## src/rtl/perm_pkg.sv

```systemverilog
package perm_pkg;
    typedef enum logic [1:0] {
        RES_IDLE  = 2'd0,
        RES_GRANT = 2'd1,
        RES_DENY  = 2'd2
    } res_state_e;

    localparam int DOMS_PER_REG = 2;
endpackage

```

## src/rtl/perm_table.sv

```systemverilog
module perm_table #(
    parameter int NUM_DOMAINS = 16,
    parameter int NUM_MASTERS = 6,
    parameter int REG_W       = 32,
    parameter int ADDR_W      = 12,
    parameter int BASE_ADDR   = 'hB0
) (
    input  logic                                   clk,
    input  logic                                   rst_n,
    input  logic                                   cfg_wr,
    input  logic [ADDR_W-1:0]                      cfg_addr,
    input  logic [REG_W-1:0]                       cfg_wdata,
    output logic [REG_W-1:0]                       cfg_rdata,
    output logic [NUM_DOMAINS/2-1:0][REG_W-1:0]    table_q
);
    localparam int NUM_REGS = NUM_DOMAINS / perm_pkg::DOMS_PER_REG;
    localparam int SLOT_W   = REG_W / perm_pkg::DOMS_PER_REG;
    localparam int IDX_W    = (NUM_REGS > 1) ? $clog2(NUM_REGS) : 1;
    localparam logic [ADDR_W-1:0] BASE = ADDR_W'(BASE_ADDR);
    localparam logic [ADDR_W-1:0] SPAN = ADDR_W'(NUM_REGS * 4);

    // Bits that exist: two per master in each slot.
    function automatic logic [REG_W-1:0] impl_mask();
        logic [REG_W-1:0] m;
        m = '0;
        for (int s = 0; s < perm_pkg::DOMS_PER_REG; s++)
            for (int b = 0; b < 2 * NUM_MASTERS; b++)
                m[s * SLOT_W + b] = 1'b1;
        return m;
    endfunction

    // Default domain: write-deny set for every master.
    function automatic logic [REG_W-1:0] dom0_reset();
        logic [REG_W-1:0] v;
        v = '0;
        for (int mm = 0; mm < NUM_MASTERS; mm++)
            v[2 * mm + 1] = 1'b1;
        return v;
    endfunction

    localparam logic [REG_W-1:0] MASK = impl_mask();

    logic [ADDR_W-1:0] off;
    logic              hit;
    logic [IDX_W-1:0]  idx;

    assign off = cfg_addr - BASE;
    assign hit = (cfg_addr >= BASE) && (off < SPAN) && (off[1:0] == 2'b00);
    assign idx = off[IDX_W+1:2];

    for (genvar i = 0; i < NUM_REGS; i++) begin : g_reg
        localparam logic [REG_W-1:0] RST_VAL = (i == 0) ? dom0_reset() : '0;
        always_ff @(posedge clk or negedge rst_n) begin
            if (!rst_n)
                table_q[i] <= RST_VAL;
            else if (cfg_wr && hit && (idx == IDX_W'(i)))
                table_q[i] <= cfg_wdata & MASK;
        end
    end

    always_comb begin
        cfg_rdata = '0;
        if (hit)
            cfg_rdata = table_q[idx];
    end

    // An address outside the table must never read back anything but zero.
    assert_miss_reads_zero_R3: assert property (@(posedge clk) disable iff (!rst_n)
        !hit |-> (cfg_rdata == '0));
endmodule

```

## config.mk

```make
export PLATFORM = sky130hd
export DESIGN_NAME = perm_table
export DESIGN_NICKNAME = d
export VERILOG_FILES = /design/src/rtl/perm_pkg.sv /design/src/rtl/perm_table.sv
export SDC_FILE = /design/constraint.sdc
export NUM_CORES = 1
export LEC_CHECK = 0
export BUFFER_PORTS_ARGS = -buffer_cell sky130_fd_sc_hd__buf_2
export CAP_MARGIN = 20
export CORE_MARGIN = 5
export CORE_UTILIZATION = 50
export CTS_CLUSTER_DIAMETER = 40
export CTS_CLUSTER_SIZE = 24
export DETAILED_ROUTE_END_ITERATION = 8
export GPL_ROUTABILITY_DRIVEN = 0
export GPL_TIMING_DRIVEN = 0
export MAX_ROUTING_LAYER = met4
export PLACE_DENSITY_LB_ADDON = 0.25
export SETUP_SLACK_MARGIN = 0.02
export SLEW_MARGIN = 20
export SYNTH_ARGS = -nofsm -noshare
export SYNTH_HDL_FRONTEND = slang
export SYNTH_SLANG_ARGS = --single-unit
export TNS_END_PERCENT = 1
```

## constraint.sdc

```tcl
create_clock -name clk -period 2.1 [get_ports clk]
set_input_delay 0.105 -clock clk [delete_from_list [all_inputs] [get_ports clk]]
set_output_delay 0.105 -clock clk [all_outputs]
set_load 0.03 [all_outputs]
```

; ---- Word level (Yosys, flattened, before mapping)
; Index checks and enable logic that the tools add are counted.
[totals]
ff_bits = 192
input_bits = 47
out_inout_bits = 288
[classes]
add_sub_neg = 1
order_cmp = 3
eq_ne = 7
muxes = 3
n_reduce_logical = 13
[op_table]
columns = op, count
row1 = binary-select mux 32 bit (select 3 bit), 1
row2 = 2-to-1 mux 32 bit, 2
row3 = == test 3 bit (second input constant), 4
row4 = greater-or-equal comparator 12 x 8 -> 1 bit (second input constant), 1
row5 = less-than comparator 12 x 6 -> 1 bit (second input constant), 1
row6 = subtractor 12 x 8 -> 12 bit (second input constant), 1
row7 = logical AND 1 bit, 11
row8 = == test 3 x 2 -> 1 bit (second input constant), 2
row9 = less-than comparator 3 x 4 -> 1 bit (second input constant), 1
row10 = == test 3 x 1 -> 1 bit (second input constant), 1
row11 = zero test 3 bit, 1
row12 = zero test 2 bit, 1

; ---- Depth between registers and ports, before layout
[depth]
word_depth = 6
ltp_mapped = 7
depth_no_buf = 5

; ---- Worst setup path after synthesis
; No wires, ideal clock.
[synth_timing]
path_kind = input to output
from = input port cfg_addr[4]
to = output port cfg_rdata[10]
t_arrival_ps = 1731
path_slack_ps = 264
path_stages = 7
n_path_buf = 2
cell_sequence = ha_1 > xor2_1 > a32o_1 > clkbuf_1 > nand4_1 > clkbuf_1 > nor2_1
[synth_between]
elab_chain_len = 5
word_cells_on_any_way = 8
[synth_rtl]
columns = item, line
row1 = start: declaration, perm_table.sv:11  ; input logic [ADDR_W-1:0] cfg_addr,
row2 = subtractor 12 x 8 -> 12 bit, perm_table.sv:47  ; assign off = cfg_addr - BASE;
row3 = less-than comparator 12 x 6 -> 1 bit, perm_table.sv:48  ; assign hit = (cfg_addr >= BASE) && (off < SPAN) && (off[1:0] == 2'b00);
row4 = logical AND 1 bit (2 in a row), perm_table.sv:48
row5 = 2-to-1 mux 32 bit (*), perm_table.sv:63  ; if (hit)
row6 = end: declaration, perm_table.sv:13  ; output logic [REG_W-1:0] cfg_rdata,
; Every way passes the cells marked *; elsewhere a longest branch is shown, timed or not. The select of a mux whose other input is x is not followed.

; ---- Final worst setup path
[layout_timing]
from = input port cfg_addr[4]
to = output port cfg_rdata[16]
; The elaborated chain is that of the path after synthesis.

==> metrics.md <==
| Metric | Value |
|---|---|
| Setup TNS | 0 ns |
| Crit path DAT | 1.90 ns |
| Detailed-route via count | 6423 |
| Worst slew margin | 0.3437 |
| Synth-to-Final Area Change | 28.28% |
| Final Skew | 0 ns |
| CTS H-tree lvls | 4 |
| Die footprint | 21630 µm² |
| Library cells used by synthesis | 31 |
| Synth Area in Compound Gates | 0.002931 |
| Remaining DRCs | 0 |
| Gr busiest metal | met2 |
| Mean Syn Cell Area | 15.30 µm² |
| Worst-path clk slew | 0.07 ns |
| Largest regs | table_q (192) |
| Worst Setup SP | cfg_addr[4] |
| Largest family of logic cells by synthesized area | multiplexers |
| Largest net degree at the start of global routing | 96 |
| Crit-path max FO | 10 |
| Starting Density | 0.5055 |
| Hold slack | 0.01451 ns |
| RR Endpoint | table_q[145] |
| Synth Cell Area | 9393 µm² |
| PortBufs | 252 |
| Post-route setup slack | 0.09537 ns |
| Slew Limit Fails | 0 |
| CTS tree | done |
| Routed wire per std cell | 21.82 µm |
| Most numerous cell on the critical path | buf_2 |
| Top cell type's share of synthesized area | 0.4955 |
| Initial antenna violation count | 0 |
| Post-route clock period utilization | 0.9546 |
| Top post-synthesis cells by area | dfrtp_1, mux2_2, mux4_2 |
| Grt ovf | 0 |
| Die Y | 147.1 µm |
| Synth warn | 0 |
| Cells after synthesis | 614 |
| Synth area leader | dfrtp_1 |
| CP Capture Point | cfg_rdata[16] |
| Core area | 18580 µm² |
| Sequential share of the synthesized area | 0.5123 |
| Unrepaired setup endpoints after global routing | yes |
| Max_cap viols | 0 |
| Crit end category | output port |
| Routed wire length | 26570 µm |
| Mux cell area share after synthesis | 0.3709 |
| Crit Path Class | in -> out |
| First-pass GRT wire length | 41120 µm |
| Reg2reg path depth | 1 |
| Width of the die | 147.1 µm |
| Vias in the first global route | 6767 |
| GRT Resource Usage Total | 0.2565 |
| Leak | 6.786 nW |
| Count of endpoints failing setup in the final report | 0 |
| Row cnt | 50 |
| Minimum clock period | 2.005 ns |
| Vias per cell | 5.273 |
| R2R setup slack | 1.29 ns |
| Dpl ws | -0.6062 ns |
| DRT iter0 DRCs | 309 |
| CP Cell Sequence | buf_2 -> buf_2 -> buf_1 -> mux2i_1 -> nor2_1 -> buf_2 |
| Num ports | 335 |
| Crit path largest cell delay | 0.77 ns |
| Adder-cell share of the synthesized area | 0.001332 |
| CP Data Required Time | 2.00 ns |
| Antenna-violating nets left | 0 |
| Met2 usage | 0.4300 |
| CTS max path bufs | 2 |
| Clock root cell | clkbuf_16 |
| GR Util met3 | 0.06786 |
| Placed cell areas | 11280 µm² |
| Top reg by flops | table_q |
| Actual slew at the worst max-slew pin | 0.9845 ns |
| Layout cells sized above 1 | 0.6578 |
| Detail Placement HPWL | 18820 µm |
| CP max-delay cell | buf_1 |
| Post-synth EDFFs | 0 |
| Worst r2r src | table_q[145] |
| Peak VDD IR | 0.5529 mV |
| Simple-gate share of the synthesized area | 0.03104 |
| Fmax | 498.8 MHz |
| Cell area power density | 648.2 nW/µm² |
| Finished Cell Area | 12050 µm² |
| Max reg flops | 192 |
| Top FF cell, synth | dfrtp_1 |
| Hold WC Path Type | in -> reg |
| DRT Pass-1 Iters | 4 |
| Met1 GRT Util | 0.3167 |
| Async set or reset register ratio after synthesis | 1.000 |
| Status | finished, final reports clean |
| Final Net Count | 1017 |
| Element type at the critical path start | input port |
| Worst-skew pair later-pin latency | 0.43 ns |
| CTS Buf Count | 17 |
| Post-Synth XOR/XNOR Area | 0.0009325 |
| Fin. Hold Viols | 0 |
| Post-synthesis register bit count | 192 |
| CTS Sinks | 192 |
==> cell usage after synthesis (all sizes together) (2+ instances only) <==
library cell and instances:
dfrtp 186, and3 2, nand3b 2, nor3 3
nand4 4, clkbuf 9, mux4 48, dfstp 6
nor2 25, buf 98, nand4b 2, mux2 192
nor4 2, mux2i 24, nand2 2
==> worst min path at each step <==
| stage | from | end | slack, ns | cells past startpoint |
|---|---|---|---|---|
| finish | cfg_wdata[5] | table_q[37] | 0.01 | 2 |
| global route | cfg_wdata[5] | table_q[37] | 0.007 | 2 |
| CTS | cfg_wdata[5] | table_q[37] | 0.003 | 2 |
| detailed placement | rst_n | table_q[41] | -0.11 | 1 |
| global placement | cfg_wdata[8] | table_q[168] | 0.45 | 2 |
| floorplan | rst_n | table_q[0] | -0.19 | 0 |
==> layout make-up <==
class | count | area (µm²)
Timing Repair Buffer | 266 | 1441
Clock inverter | 13 | 148.9
Inverter | 1 | 3.754
Antenna cell | 2 | 5.005
Buffer | 106 | 798.3
Sequential cell | 192 | 4812
Multi-Input combinational cell | 385 | 4094
Tap cell | 234 | 292.8
Fill cell | 1452 | 6531
Clock buffer | 19 | 452.9
==> cells in the final DEF (no fill, tap or decap), drive strengths merged, types with 2 or more instances in the layout <==
cell,synthesis,layout
dlygate4sd3,0,10
clkinv,0,2
mux2i,24,24
bufinv,0,2
mux2,192,192
clkinvlp,0,2
nand2,2,2
nand4b,2,2
diode,0,2
dfstp,6,6
nand3b,2,2
nor4,2,2
mux4,48,48
inv,1,8
nand4,4,4
nor2,25,25
clkbuf,9,29
conb,1,72
dfrtp,186,186
nor3,3,3
buf,98,352
and3,2,2
==> power breakdown <==
part	switching (W)	leakage (nW)	internal (W)	total [W]
Clock	0.00151	0.294	0.00185	0.00336
Combinational	0.000483	3.83	0.000243	0.000726
Sequential	0.0000144	2.66	0.00371	0.00373
==> worst max-delay path, delay by kind of cell <==
family	cells	cell delay (ns)
simple gates	1	0.18
mux	1	0.21
buf+inv	4	1.39
==> repair_timing <==
item / 4_1_cts / 5_1_grt
hold buffers: 10 / 0
gates resized for setup: 14 / 9
buffers inserted: 1 / 1
endpoints found under the hold margin: 130 / 0
pin swaps: 1 / 1
endpoints found under the setup margin: 20 / 16
==> stage by stage <==
step                      instances  total power (W)  utilization
final                          1218         0.007810       0.6485
after global routing           1216         0.008074       0.6482
after floorplan                 685         0.004256            -
after global placement         1171         0.004480       0.6035
after detailed placement       1173         0.004500       0.6070
after CTS                      1215         0.007851       0.6469
==> cells by family after synthesis <==
logic type	count (synthesis)
adder cells (fa/ha/maj)	1
other	1
AO/OA/AOI/OAI	3
multiplexers	264
XOR/XNOR	1
flip-flops	192
AND/OR/NAND/NOR	44
buffers and inverters	108
==> per-layer routing <==
layer / part of all wire / vias up
li1: - / 2828
met1: 0.41 / 3321
met2: 0.51 / 245
met3: 0.075 / 29
met4: 0.014 / 0
met5: 0 / -
Note: power is estimated with default switching activity, not from simulation.
